===== src/rtl/irq_status_pkg.sv =====
`timescale 1ns/1ps
package irq_status_pkg;
   // Register word offsets; decode compares the full address.
   typedef enum logic [1:0] {
      REG_KEEP = 2'd0,   // preserving view, write ones to clear
      REG_ACK  = 2'd1,   // clear-all-on-read view
      REG_ENA  = 2'd2,   // per-flag enable mask
      REG_GLB  = 2'd3    // global enable in bit 0
   } reg_sel_e;

   localparam int unsigned GLB_BIT = 0;
endpackage


===== src/rtl/irq_status_bank.sv =====
`timescale 1ns/1ps
module irq_status_bank #(
   parameter int unsigned N_EVT = 32
) (
   input  logic             clk,
   input  logic             rst_n,
   input  logic [N_EVT-1:0] evt_i,
   input  logic [N_EVT-1:0] w1c_i,
   input  logic             clr_all_i,
   output logic [N_EVT-1:0] status_o
);
   logic [N_EVT-1:0] st_q;

   generate
      for (genvar i = 0; i < N_EVT; i++) begin : g_flag
         always_ff @(posedge clk or negedge rst_n) begin
            if (!rst_n)
               st_q[i] <= 1'b0;
            else
               st_q[i] <= evt_i[i] | (st_q[i] & ~w1c_i[i] & ~clr_all_i);
         end
      end
   endgenerate

   assign status_o = st_q;

   AST_SET_WINS: assert property (@(posedge clk) disable iff (!rst_n)
      1'b1 |=> ((status_o & $past(evt_i)) == $past(evt_i)));
   AST_ACK_CLEARS: assert property (@(posedge clk) disable iff (!rst_n)
      clr_all_i |=> (status_o == $past(evt_i)));
   AST_W1C_CLEARS: assert property (@(posedge clk) disable iff (!rst_n)
      1'b1 |=> ((status_o & $past(w1c_i & ~evt_i)) == '0));
   AST_NO_SPURIOUS_SET: assert property (@(posedge clk) disable iff (!rst_n)
      1'b1 |=> ((status_o & ~$past(status_o | evt_i)) == '0));
endmodule


===== src/rtl/irq_mask_regs.sv =====
`timescale 1ns/1ps
module irq_mask_regs #(
   parameter int unsigned N_EVT = 32
) (
   input  logic             clk,
   input  logic             rst_n,
   input  logic             wr_en_i,
   input  logic             wr_glb_i,
   input  logic [N_EVT-1:0] en_data_i,
   input  logic             glb_data_i,
   output logic [N_EVT-1:0] en_o,
   output logic             glb_o
);
   logic [N_EVT-1:0] en_q;
   logic             glb_q;

   always_ff @(posedge clk or negedge rst_n) begin
      if (!rst_n) begin
         en_q  <= '0;
         glb_q <= 1'b0;
      end else begin
         if (wr_en_i)  en_q  <= en_data_i;
         if (wr_glb_i) glb_q <= glb_data_i;
      end
   end

   assign en_o  = en_q;
   assign glb_o = glb_q;

   AST_ENA_HOLDS: assert property (@(posedge clk) disable iff (!rst_n)
      !wr_en_i |=> $stable(en_o));
   AST_GLB_HOLDS: assert property (@(posedge clk) disable iff (!rst_n)
      !wr_glb_i |=> $stable(glb_o));
endmodule


===== src/rtl/irq_line_gen.sv =====
`timescale 1ns/1ps
module irq_line_gen #(
   parameter int unsigned N_EVT   = 32,
   parameter bit          OUT_REG = 1'b1
) (
   input  logic             clk,
   input  logic             rst_n,
   input  logic [N_EVT-1:0] status_i,
   input  logic [N_EVT-1:0] en_i,
   input  logic             glb_i,
   output logic             irq_o
);
   logic pend;
   assign pend = glb_i & (|(status_i & en_i));

   generate
      if (OUT_REG) begin : g_reg
         logic irq_q;
         always_ff @(posedge clk or negedge rst_n) begin
            if (!rst_n) irq_q <= 1'b0;
            else        irq_q <= pend;
         end
         assign irq_o = irq_q;

         AST_GLB_GATES: assert property (@(posedge clk) disable iff (!rst_n)
            !glb_i |=> !irq_o);
      end else begin : g_comb
         assign irq_o = pend;
      end
   endgenerate
endmodule


===== src/rtl/irq_status_unit.sv =====
`timescale 1ns/1ps
module irq_status_unit
   import irq_status_pkg::*;
#(
   parameter int unsigned N_EVT   = 32,
   parameter int unsigned DATA_W  = 32,
   parameter int unsigned ADDR_W  = 4,
   parameter bit          OUT_REG = 1'b1
) (
   input  logic              clk,
   input  logic              rst_n,
   input  logic [ADDR_W-1:0] bus_addr,
   input  logic              bus_rd,
   input  logic              bus_wr,
   input  logic [DATA_W-1:0] bus_wdata,
   output logic [DATA_W-1:0] bus_rdata,
   input  logic [N_EVT-1:0]  evt_in,
   output logic              irq_o
);
   localparam int unsigned PAD_W = (DATA_W > N_EVT) ? DATA_W - N_EVT : 1;

   generate
      if (DATA_W < N_EVT) begin : g_bad_width
         $error("DATA_W must be at least N_EVT");
      end
      if (ADDR_W < 2) begin : g_bad_addr
         $error("ADDR_W must be at least 2");
      end
      if (N_EVT < 1) begin : g_bad_evt
         $error("N_EVT must be at least 1");
      end
   endgenerate

   // Address decode on the full word address.
   logic sel_keep, sel_ack, sel_ena, sel_glb;
   assign sel_keep = (bus_addr == ADDR_W'(REG_KEEP));
   assign sel_ack  = (bus_addr == ADDR_W'(REG_ACK));
   assign sel_ena  = (bus_addr == ADDR_W'(REG_ENA));
   assign sel_glb  = (bus_addr == ADDR_W'(REG_GLB));

   logic [N_EVT-1:0] status, en_mask, w1c;
   logic             glb_en, clr_all;

   assign w1c     = (bus_wr && sel_keep) ? bus_wdata[N_EVT-1:0] : '0;
   assign clr_all = bus_rd && sel_ack;

   irq_status_bank #(.N_EVT(N_EVT)) u_bank (
      .clk       (clk),
      .rst_n     (rst_n),
      .evt_i     (evt_in),
      .w1c_i     (w1c),
      .clr_all_i (clr_all),
      .status_o  (status)
   );

   irq_mask_regs #(.N_EVT(N_EVT)) u_masks (
      .clk        (clk),
      .rst_n      (rst_n),
      .wr_en_i    (bus_wr && sel_ena),
      .wr_glb_i   (bus_wr && sel_glb),
      .en_data_i  (bus_wdata[N_EVT-1:0]),
      .glb_data_i (bus_wdata[GLB_BIT]),
      .en_o       (en_mask),
      .glb_o      (glb_en)
   );

   irq_line_gen #(.N_EVT(N_EVT), .OUT_REG(OUT_REG)) u_line (
      .clk      (clk),
      .rst_n    (rst_n),
      .status_i (status),
      .en_i     (en_mask),
      .glb_i    (glb_en),
      .irq_o    (irq_o)
   );

   // Widen flag vectors to the bus width.
   logic [DATA_W-1:0] st_word, en_word, glb_word;
   generate
      if (DATA_W > N_EVT) begin : g_pad
         assign st_word = {{PAD_W{1'b0}}, status};
         assign en_word = {{PAD_W{1'b0}}, en_mask};
      end else begin : g_nopad
         assign st_word = status;
         assign en_word = en_mask;
      end
   endgenerate

   always_comb begin
      glb_word          = '0;
      glb_word[GLB_BIT] = glb_en;
   end

   always_comb begin
      bus_rdata = '0;
      if (sel_keep || sel_ack) bus_rdata = st_word;
      else if (sel_ena)        bus_rdata = en_word;
      else if (sel_glb)        bus_rdata = glb_word;
   end

   AST_KEEP_READ_SAFE: assert property (@(posedge clk) disable iff (!rst_n)
      (bus_rd && sel_keep && !bus_wr) |=> ((status & $past(status)) == $past(status)));
   generate
      if (OUT_REG) begin : g_irq_chk
         AST_IRQ_NEEDS_SRC: assert property (@(posedge clk) disable iff (!rst_n)
            ((status & en_mask) == '0) |=> !irq_o);
      end
   endgenerate
endmodule


===== config.mk =====
export PLATFORM = sky130hd
export DESIGN_NAME = irq_status_unit
export DESIGN_NICKNAME = d
export VERILOG_FILES = /design/src/rtl/irq_status_pkg.sv /design/src/rtl/irq_status_bank.sv /design/src/rtl/irq_mask_regs.sv /design/src/rtl/irq_line_gen.sv /design/src/rtl/irq_status_unit.sv
export SDC_FILE = /design/constraint.sdc
export NUM_CORES = 1
export LEC_CHECK = 0
export ABC_AREA = 0
export BUFFER_PORTS_ARGS = -buffer_cell sky130_fd_sc_hd__buf_2
export CORE_AREA = 8 8 78 132
export CTS_CLUSTER_DIAMETER = 50
export DETAILED_ROUTE_END_ITERATION = 16
export DIE_AREA = 0 0 86 140
export GPL_ROUTABILITY_DRIVEN = 0
export PLACE_DENSITY = 0.66
export REMOVE_ABC_BUFFERS = 1
export SYNTH_ARGS = -nofsm -noshare
export SYNTH_HDL_FRONTEND = slang
export SYNTH_SLANG_ARGS = --single-unit

===== constraint.sdc =====
create_clock -name clk -period 1.5 [get_ports clk]
set_clock_uncertainty 0.15 [all_clocks]
set_input_delay 0.075 -clock clk [delete_from_list [all_inputs] [get_ports clk]]
set_output_delay 0.075 -clock clk [all_outputs]
set_load 0.02 [all_outputs]

-- After elaboration in Yosys (flattened, before gate mapping)
Index checks and enable logic that the tools add are counted.
- logic and storage cells: 180
- output and inout port bits: 33
- flip-flop bits (word level): 66
- input bits: 72
- bitwise operators: 131
- reduce and logical (&&, ||, !) cells: 7
- mux-type cells: 4
- equal/unequal tests: 3
- operators with widths (kind ; count):
    $mux W32 ; 3
    $and A1 B1 Y1 ; 65
    $not A1 Y1 ; 33
    $and A32 B32 Y32 ; 1
    $or A1 B1 Y1 ; 32
    $reduce_or A32 Y1 ; 1
    $eq A4 B2 Y1 const B ; 2
    $eq A4 B1 Y1 const B ; 1
    $logic_and A1 B1 Y1 ; 4
    $logic_not A4 Y1 ; 1
    $logic_or A1 B1 Y1 ; 1
    $mux W1 ; 1

-- Longest topological paths before layout
- depth in word-level cells: 7
- depth in mapped cells: 5
- depth with buffers taken out: 3

-- Cells and area by module
From an unflattened synthesis, not the netlist that was laid out.
- cell total of the unflattened synthesis: 282
- area total of the unflattened synthesis: 3776.1 µm²
- by module, submodules not included (module ; instances ; sequential area each (µm²) ; cells each ; area an instance (µm²)):
    irq_mask_regs ; 1 ; 825.8 ; 70 ; 1381.3
    irq_status_bank ; 1 ; 800.8 ; 99 ; 1272.5
    irq_status_unit ; 1 ; 0.0 ; 91 ; 935.9
    irq_line_gen ; 1 ; 25.0 ; 22 ; 186.4

-- Least setup slack after synthesis
OpenSTA, ideal clock, no wires.
- kind: register to register
- start: reg u_bank.st_q[20] (netlist: u_bank.status_o[20])
- end: reg u_line.g_reg.irq_q (netlist: u_line.irq_o)
- data required time: 1.221 ns
- library setup time: 0.129 ns
- arrival: 1.043 ns
- buffers on the path: 0
- period minus slack after synthesis: 1.323 ns
- path slack: 0.177 ns
- cell stages (with the launch flop): 4
- path through: dfrtp_1 a22oi_1 nand4_1 o41a_1
- cells in the longest elaborated chain, start to end: 3
- ends and longest elaborated chain (item ; line ; source):
    from (decl) ; irq_status_bank.sv:12 ; logic [N_EVT-1:0] st_q;
    from (signal, indexed assignment) ; irq_status_bank.sv:20 ; st_q[i] <= evt_i[i] | (st_q[i] & ~w1c_i[i] & ~clr_all_i);
    $and A32 B32 Y32 ; irq_line_gen.sv:14 ; assign pend = glb_i & (|(status_i & en_i));
    $reduce_or A32 Y1 ; irq_line_gen.sv:14 ;
    $and A1 B1 Y1 ; irq_line_gen.sv:14 ;
    named net u_line.pend ; irq_line_gen.sv:13 ; logic pend;
    to (signal assigned) ; irq_line_gen.sv:21 ; else irq_q <= pend;
    to (decl) ; irq_line_gen.sv:18 ; logic irq_q;
The timed path passes the listed nets, and every way through them passes these cells.
A chain may end at the register's enable or synchronous reset.

-- Final worst setup path
- start: reg u_bank.st_q[28] (netlist: u_bank.status_o[28])
- end: reg u_line.g_reg.irq_q (netlist: u_line.irq_o)
Same word-level chain as after synthesis.

==> results.md <==
* Vias in the first global route at 3235
* DR vias/cell at 5.36
* Min Clock Period, post-route at 1.49 ns
* Fin cells at around 550
* Overall power at roughly 0.0055 W
* Post-Route Setup TNS at 0 ns
* Max_cap viols at 0
* Clock Tree Buf Depth at 2
* Final WS setup at 0.00897 ns
* Achievable frequency at 671 MHz
* Rows at 45
* Initial detailed-routing violation count at 154
* Unrepaired setup endpoints after global routing: true
* Pre-CTS WS at -0.0265 ns
* Maximum number of pins on one net before global-route repair at 67
* H-tree lvl count at 3
* Routed Wire Length at between 10 and 15 mm
* Top-count cell post-synth: dfrtp_1
* Number of remaining DRC errors at 0
* Slew headroom at about three quarters
* Mean area per synthesized cell at 13.1 um^2
* I/O Buffers at 104
* CTS clk-pin slew, worst paths at 0.05 ns
* Crit end category: flop
* Setup violators final at 0
* Tightest Pin Transition at ~0.36 ns
* ANT cells at 0
* Worst Path Required at 1.55 ns
* Worst vdd ir at just under 700 uV
* P per Cell Area at 1090 nW/um^2
* Post-synth EDFFs at 0
* Synth area leaders: dfrtp_1 51%, mux2_4 14%, a22o_1 8.4%
* Vias at 2952
* Routed len/inst at 18.3 um
* Seq cells post-synth at 66
* Sequential share of the synthesized area at 51.3%
* Max-slew violations at 0
* Hpwl dp at about 6.7 mm
* Pleak at 2.31 nW
* Initial antenna violation count at 0
* Top cells by count, synth: 66 x dfrtp_1, 34 x nand3_1, 31 x a22o_1
* Synth area leader: dfrtp_1
* Yosys top cell area share at 51.3%
* Share of post-route cells with drive strength above 1 at 47.5%
* Inst Count DP at 469
* P&R area growth vs syn at 57.5%
* Ys flop type: dfrtp_1
* Residual overflow from global routing at 0
* Critical path launch point type: flop
* Die Ht at 140 um
* Die ar. at ~12000 um^2
* Crit share post-route at 99.4%
* Post-route ant nets at 0
* Outcome: finished clean
* CTS tree: yes
* Distinct cell type count after synthesis at 24
* WS Path Type: flop to flop
* Cells after synthesis at 246
* Worst-Skew Late Latency at 0.32 ns
* Final hold vios at 0
* Core area at 8500 um^2
* CP max FO at 2
* Total iterations of the first detailed-routing run at 4
* CTS Buf Count at 9
* Crit path DAT at 1.54 ns
* Clock root buffer: clkbuf_16
* Setup repair bufs after CTS at 0
* Die Span X at 86 um
* Ys Warns at 0
* Synthesized area at 3220 um^2
* Min-Delay Path Class: input port to flop
* GR Util All Layers at 17.2%
* Initial Util at 37.9%
* Asr flop ratio synth at 100%
* Global-route wire length before repair at 16.4 mm
* Clk sinks at 66
* Number of nets in the layout at 501
* I/O pin count at 105
-- flip-flops by register name, summed over array words and instances, names as in the netlist --
signal,count
u_bank.status_o,32
u_masks.en_o,32
u_line.irq_o,1
u_masks.glb_o,1
-- cells by family after synthesis --
logic type / after synthesis / synth area share (%)
multiplexers: 34 / 15.3
AND/OR/NAND/NOR: 45 / 7.89
flip-flops: 66 / 51.3
buffers and inverters: 20 / 4.12
AO/OA/AOI/OAI: 81 / 21.4
-- path summary, 6_finish.rpt --
path	from	end	slack [ns]	depth (start not counted)
worst max-delay path	u_bank.status_o[28]	u_line.irq_o	0.009	3
worst min register to register	u_bank.status_o[11]	u_bank.status_o[11]	0.38	1
max in group asynchronous	rst_n	u_bank.status_o[19]	0.75	3
min in group asynchronous	rst_n	u_bank.status_o[24]	0.15	3
worst min-delay path	bus_addr[0]	u_masks.glb_o	0.03	3
worst max register to register	u_bank.status_o[28]	u_line.irq_o	0.009	3
-- power by group --
group          switching, W  leakage, nW  internal, W  total, W
clock network      0.000694        0.156      0.00147   0.00216
logic              0.000427         1.45     0.000709   0.00114
registers          0.000212        0.706      0.00203   0.00224
total               0.00133         2.31      0.00420   0.00554
-- timing repair --
item                       4_1_cts  5_1_grt
pin swaps                        1        2
setup endpoints to repair        4       37
resized for setup                6       15
hold buffers                    66        0
hold endpoints to repair       131        0
-- per-stage QoR --
stage               cell area (um^2)  hold slack, ns  utilization, %
CTS                             5020         0.00524            59.1
finish                          5070          0.0272            59.7
global placement                4020         -0.0361            47.3
floorplan                       3090          -0.371               -
global route                    5070          0.0298            59.7
detailed placement              4020         -0.0250            47.3
-- cells in the final DEF (no fill, tap or decap), types with 2 or more instances in the layout --
cell type       n
a31o_1          9
buf_6           4
dlygate4sd3_1  66
clkbuf_1        2
dfrtp_1        66
buf_2          92
buf_4          23
a22o_1         31
clkbuf_8        4
mux2_4         30
nand4_1         4
nand3_1        34
a22oi_1        12
clkbuf_16       9
a31o_2         23
buf_12          7
mux2_2          3
a22oi_2         4
-- worst max-delay path: stages, from the launching register on --
cell	delay [ns]
dfrtp_1	0.39
a22oi_2	0.21
nand4_1	0.18
o41a_1	0.44
-- cell type report --
cell class,instances,area [um^2]
multi-input combinational,160,1480
tap,117,146
clock buffer,15,288
sequential,66,1650
fill,679,3430
clock inverter,1,30.0
timing repair buffer,192,1480
-- metal layers --
metal  global-route usage [%]  share of wire (%)
met1                     18.5                 38
met2                     29.0                 53
met3                     4.39                5.3
met4                     11.2                4.3
met5                        0                  0
Power figures use the tool's default switching activity.
